### src/rtl/pkt_buf_arbiter.sv
module pkt_buf_arbiter #(
  parameter int ADDR_W = 16,
  parameter int DATA_W = 8
) (
  input  logic              clk,
  input  logic              rst_n,
  input  logic [1:0]        cfg_tx_sel,
  input  logic [ADDR_W-10:0] cfg_mem_kb,
  input  logic              rx_req,
  input  logic [DATA_W-1:0] rx_wdata,
  output logic              rx_gnt,
  output logic              rx_full,
  input  logic              tx_req,
  output logic              tx_gnt,
  output logic              tx_rvalid,
  input  logic              hw_req,
  input  logic [DATA_W-1:0] hw_wdata,
  output logic              hw_gnt,
  input  logic              hr_req,
  output logic              hr_gnt,
  output logic              hr_rvalid,
  output logic              rx_empty,
  input  logic              host_flip,
  output logic              host_nrdy,
  output logic [DATA_W-1:0] rd_data,
  output logic              sram_en,
  output logic              sram_we,
  output logic [ADDR_W-1:0] sram_addr,
  output logic [DATA_W-1:0] sram_wdata,
  input  logic [DATA_W-1:0] sram_rdata
);
  localparam int PW = ADDR_W + 1;
  localparam logic [PW-1:0] MIN_TX = PW'(2048);
  localparam logic [PW-1:0] ONE = PW'(1);

  logic [PW-1:0] ring_lo, ring_end, bank_sz;
  logic [PW-1:0] wp, rp, wp_nx, rp_nx;
  logic [PW-1:0] tx_off, hw_off, tx_off_nx, hw_off_nx;
  logic [PW-1:0] tx_addr, hw_addr, pick_addr;
  logic          two_bank, fill_bank, rx_ok, hr_ok;

  assign ring_lo  = MIN_TX << cfg_tx_sel;
  assign ring_end = {cfg_mem_kb, 10'd0};
  assign two_bank = |cfg_tx_sel;
  assign bank_sz  = two_bank ? (ring_lo >> 1) : ring_lo;

  assign wp_nx = (wp + ONE == ring_end) ? ring_lo : wp + ONE;
  assign rp_nx = (rp + ONE == ring_end) ? ring_lo : rp + ONE;
  assign tx_off_nx = (tx_off + ONE == bank_sz) ? '0 : tx_off + ONE;
  assign hw_off_nx = (hw_off + ONE == bank_sz) ? '0 : hw_off + ONE;

  assign rx_full  = (wp_nx == rp);
  assign rx_empty = (wp == rp);
  assign rx_ok    = rx_req & ~rx_full;
  assign hr_ok    = hr_req & ~rx_empty;

  assign rx_gnt = rx_ok;
  assign tx_gnt = tx_req & ~rx_ok;
  assign hw_gnt = hw_req & ~rx_ok & ~tx_req;
  assign hr_gnt = hr_ok & ~rx_ok & ~tx_req & ~hw_req;

  assign host_nrdy = (hw_req | hr_req) & (rx_gnt | tx_gnt);

  assign hw_addr = ((two_bank & fill_bank) ? bank_sz : '0) + hw_off;
  assign tx_addr = ((two_bank & ~fill_bank) ? bank_sz : '0) + tx_off;

  always_comb begin
    pick_addr = '0;
    if (rx_gnt)      pick_addr = wp;
    else if (tx_gnt) pick_addr = tx_addr;
    else if (hw_gnt) pick_addr = hw_addr;
    else if (hr_gnt) pick_addr = rp;
  end

  assign sram_en    = rx_gnt | tx_gnt | hw_gnt | hr_gnt;
  assign sram_we    = rx_gnt | hw_gnt;
  assign sram_addr  = pick_addr[ADDR_W-1:0];
  assign sram_wdata = rx_gnt ? rx_wdata : hw_wdata;
  assign rd_data    = sram_rdata;

  always_ff @(posedge clk) begin
    if (!rst_n) begin
      wp        <= ring_lo;
      rp        <= ring_lo;
      tx_off    <= '0;
      hw_off    <= '0;
      fill_bank <= 1'b0;
      tx_rvalid <= 1'b0;
      hr_rvalid <= 1'b0;
    end else begin
      tx_rvalid <= tx_gnt;
      hr_rvalid <= hr_gnt;
      if (rx_gnt) wp <= wp_nx;
      if (hr_gnt) rp <= rp_nx;
      if (host_flip) begin
        fill_bank <= ~fill_bank;
        tx_off    <= '0;
        hw_off    <= '0;
      end else begin
        if (tx_gnt) tx_off <= tx_off_nx;
        if (hw_gnt) hw_off <= hw_off_nx;
      end
    end
  end


  full_block_chk: assert property (@(posedge clk) disable iff (!rst_n)
    rx_full |-> !rx_gnt);

  empty_block_chk: assert property (@(posedge clk) disable iff (!rst_n)
    rx_empty |-> !hr_gnt);

  wp_range_chk: assert property (@(posedge clk) disable iff (!rst_n)
    (wp >= ring_lo) && (wp < ring_end));

  wp_move_chk: assert property (@(posedge clk) disable iff (!rst_n)
    rx_gnt |=> (wp != $past(wp)));

  nrdy_cause_chk: assert property (@(posedge clk) disable iff (!rst_n)
    host_nrdy |-> (rx_gnt || tx_gnt));

  one_grant_chk: assert property (@(posedge clk) disable iff (!rst_n)
    $onehot0({rx_gnt, tx_gnt, hw_gnt, hr_gnt}));

  hr_valid_chk: assert property (@(posedge clk) disable iff (!rst_n)
    hr_gnt |=> hr_rvalid);

  tx_valid_chk: assert property (@(posedge clk) disable iff (!rst_n)
    tx_gnt |=> tx_rvalid);
endmodule

### config.mk
export PLATFORM = sky130hd
export DESIGN_NAME = pkt_buf_arbiter
export DESIGN_NICKNAME = d
export VERILOG_FILES = /design/src/rtl/pkt_buf_arbiter.sv
export SDC_FILE = /design/constraint.sdc
export NUM_CORES = 1
export LEC_CHECK = 0
export BUFFER_PORTS_ARGS = -buffer_cell sky130_fd_sc_hd__buf_4
export CORE_MARGIN = 2
export CORE_UTILIZATION = 30
export DETAILED_ROUTE_END_ITERATION = 10
export PLACE_DENSITY = 0.51
export SLEW_MARGIN = 20
export SYNTH_ARGS = -nofsm -noshare
export SYNTH_HDL_FRONTEND = slang
export SYNTH_SLANG_ARGS = --single-unit
### constraint.sdc
create_clock -name clk -period 3.66 [get_ports clk]
set_input_delay 0.366 -clock clk [delete_from_list [all_inputs] [get_ports clk]]
set_output_delay 0.366 -clock clk [all_outputs]
set_load 0.02 [all_outputs]
==> results.json <==
{
  "grt_max_degree": 49,
  "synth_top_area_share_pct": 15.4,
  "ys_async_sr_fraction_pct": 0,
  "fill_cells": 2208,
  "pwr_density_cell_mw_per_mm2": 284,
  "antennaDiodeCount": 0,
  "ff2ff_path_depth": 18,
  "crit_fanout": 12,
  "cts_buffers": 9,
  "ys_warn_count": 0,
  "whs_path_depth": 3,
  "drtAntennaViolNets": 0,
  "htreeDepth": 3,
  "ir_drop_v": 0.000199,
  "slowest_delay_ps": 380,
  "worst_slew_pin_slew_ps": 1180,
  "synth_seq_cells": 71,
  "crit_type": "flop to output port",
  "hold_viol": 0,
  "crit_top_cell": "buf_4",
  "hp-start": "host_flip",
  "crit_path_start_kind": "flop",
  "synth_edf_count": 34,
  "fin_util_pct": 41.9,
  "die_h_um": 153,
  "dr.pass1.iters": 5,
  "fmax_mhz": 258,
  "gp_congestion": 0.876,
  "first_iter_violations": 477,
  "insertion_delay_ps": 350,
  "violations": "setup timing",
  "synth_top_family_by_area": "simple AND/OR/NAND/NOR gates",
  "cts_root_buffer": "clkbuf_16",
  "outcome": "finished, violations left",
  "fin_area_mm2": 0.00913,
  "grt_pass1_wl_mm": 37.7,
  "synth_ff_type": "dfxtp_1",
  "skew_ps": 10.3,
  "cp.arrival_ps": 3500,
  "cts_tree": "built",
  "cp.required_ps": 3290,
  "crit_buf_inv": 8,
  "worst_setup_path_end_kind": "output port",
  "r2r_start": "wp[1]$_SDFFCE_PN0P_",
  "synth-simple-area-share_pct": 29.1,
  "ctsLongestPathBuffers": 2,
  "rows": 54,
  "nets": 1035,
  "layout-drive-gt1-share_pct": 29.9,
  "synth_adder_area_share_pct": 3.20,
  "timing.final.setup_violations": 33,
  "finalSetupTns_ps": -3680,
  "pre_cts_ws_ps": -44.8,
  "synth_area_leader_cell": "edfxtp_1",
  "yosysSeqAreaShare_pct": 26.5,
  "drc": 0,
  "hold_path_class": "primary input to flop",
  "synth-compound-area-share_pct": 18.5,
  "grt_use_total_pct": 20.5,
  "die_w_um": 153,
  "path_clk_slew_ps": 60,
  "cp_top_family": "buffers and inverters",
  "synth_common_cells": "nand2_1 (85), nor2_1 (73), xnor2_1 (62), a21oi_1 (58), clkbuf_1 (58)",
  "synthMuxAreaShare_pct": 3.18,
  "core_area_mm2": 0.0218,
  "syn_to_final_growth_pct": 37.3,
  "vias_per_cell": 5.59,
  "cp_slowest_cell": "edfxtp_1",
  "ys_types": 75,
  "clock_sinks": 71,
  "vias": 7071,
  "totalWireLength_mm": 25.1,
  "synth_xor_area_share_pct": 11.5,
  "grt_pass1_vias": 6628,
  "wire_per_inst_um": 19.8,
  "synth.most_common_cell": "nand2_1",
  "maxSlewViolCount": 0,
  "crit_chain": "ha_2 -> nand4_1 -> buf_6 -> buf_4 -> nor4_4 -> buf_4 -> buf_4 -> xnor2_2 -> xnor2_2 -> nor4_2 -> mux2i_2 -> o31ai_4 -> inv_2 -> buf_12 -> a211oi_2 -> buf_4 -> a21oi_2 -> buf_4",
  "syn_avg_cell_area_um2": 7.70,
  "holdPathEnd": "fill_bank$_SDFFE_PN0P_",
  "dpl_cell_area_mm2": 0.00772,
  "finalCriticalPeriod_ps": 3870,
  "period_share_pct": 106,
  "cap_violations": 0,
  "synth_cells": 863,
  "regToRegSetupSlack_ps": -30,
  "synth_area_leaders": "edfxtp_1 (15%), dfxtp_1 (11%), xnor2_1 (8.2%)",
  "r2r-end": "hw_off[16]$_SDFFE_PP0P_",
  "max-slew-margin-rel_pct": 21.5,
  "p_leak_nw": 3.56,
  "grt_overflow": 0,
  "port_buffers": 66,
  "rsz0062_at_grt": "yes",
  "initial_core_util_pct": 30.5,
  "dieArea_mm2": 0.0234,
  "timing.final.ws_setup_ps": -210,
  "hpwl_mm": 17.4,
  "netlist_area_mm2": 0.00665,
  "ios": 83,
  "antenna_found_initial": 0
}
==> through the flow <==
| step | std cells | total power, mW | hold slack, ps |
|---|---|---|---|
| floorplan | 864 | 1.32 | 464 |
| global placement | 1203 | 1.55 | 481 |
| detailed placement | 1203 | 1.55 | 486 |
| CTS | 1247 | 2.54 | 363 |
| global route | 1265 | 2.68 | 382 |
| finish | 1265 | 2.59 | 368 |
==> tightest hold or removal path, delay by kind of cell <==
family,cells,cell delay [ps]
XOR/XNOR,1,50
buffers and inverters,1,110
AND/OR/NAND/NOR,1,150
==> worst max-delay path by stage <==
stage,to,slack (ps),from,depth (start not counted)
floorplan,sram_addr[10],-90,wp[0]$_SDFFCE_PN0P_,13
global placement,hr_gnt,-1,cfg_mem_kb[2],14
detailed placement,hr_gnt,-40,cfg_mem_kb[2],14
CTS,hr_gnt,-200,wp[1]$_SDFFCE_PN0P_,16
global route,hr_gnt,-380,wp[4]$_SDFFCE_PN0P_,15
finish,sram_addr[13],-210,wp[1]$_SDFFCE_PN0P_,18
==> timing repair <==
item / in CTS / in global routing
buffers inserted: 24 / 18
hold buffers: 0 / 0
pin swaps: 14 / 25
resized for setup: 89 / 79
setup endpoints to repair: 48 / 69
cloned: 4 / 1
==> cell usage in the layout, fill, tap and decap left out, types with 11 or more instances in the layout <==
cell,count
xor2_1,20
nand3b_1,13
a31oi_1,17
nand2_1,70
and3_1,11
nor3_1,25
nor2_1,72
nand2_4,11
inv_1,38
nor4_1,16
buf_6,40
a21oi_1,54
nand3_1,31
dfxtp_1,37
ha_1,12
xnor2_1,59
and2_1,15
edfxtp_1,34
buf_4,137
nand4_1,34
o21ai_0,14
==> logic make-up (layout without fill, tap and decap cells) <==
| logic type | Yosys count | count (layout) |
|---|---|---|
| AOI/OAI and AO/OA | 183 | 183 |
| xor gates and xnor gates | 84 | 84 |
| adders and majority gates | 16 | 16 |
| buffers and inverters | 123 | 243 |
| DFF | 71 | 71 |
| muxes | 20 | 20 |
| other | 1 | 2 |
| and+or+nand+nor | 365 | 366 |
==> registers in the layout, summed over array words and instances (netlist names) <==
register and flops:
fill_bank 1, hr_rvalid 1, hw_off 17, rp 17, tx_off 17, tx_rvalid 1, wp 17
==> where the power goes <==
group	internal, mW	switching (mW)
sequential	0.876	0.0495
combinational	0.352	0.428
clock	0.523	0.359
==> cell type report <==
cell class / instances / area [um^2] / area share (%)
multi-input cells: 671 / 4870 / 53.4
flip-flops and latches: 71 / 1760 / 19.3
repair buffers: 188 / 1720 / 18.8
well taps: 280 / 350 / 3.84
clock buffers: 11 / 233 / 2.55
inverters: 39 / 146 / 1.60
clock inverters: 5 / 48.8 / 0.535
==> metal layers <==
layer	global-route usage, %	wire length, um
met5	0	0
met4	7.85	769
met3	3.83	1580
met2	33.2	11900
met1	27.2	10800
Power figures use the tool's default switching activity.
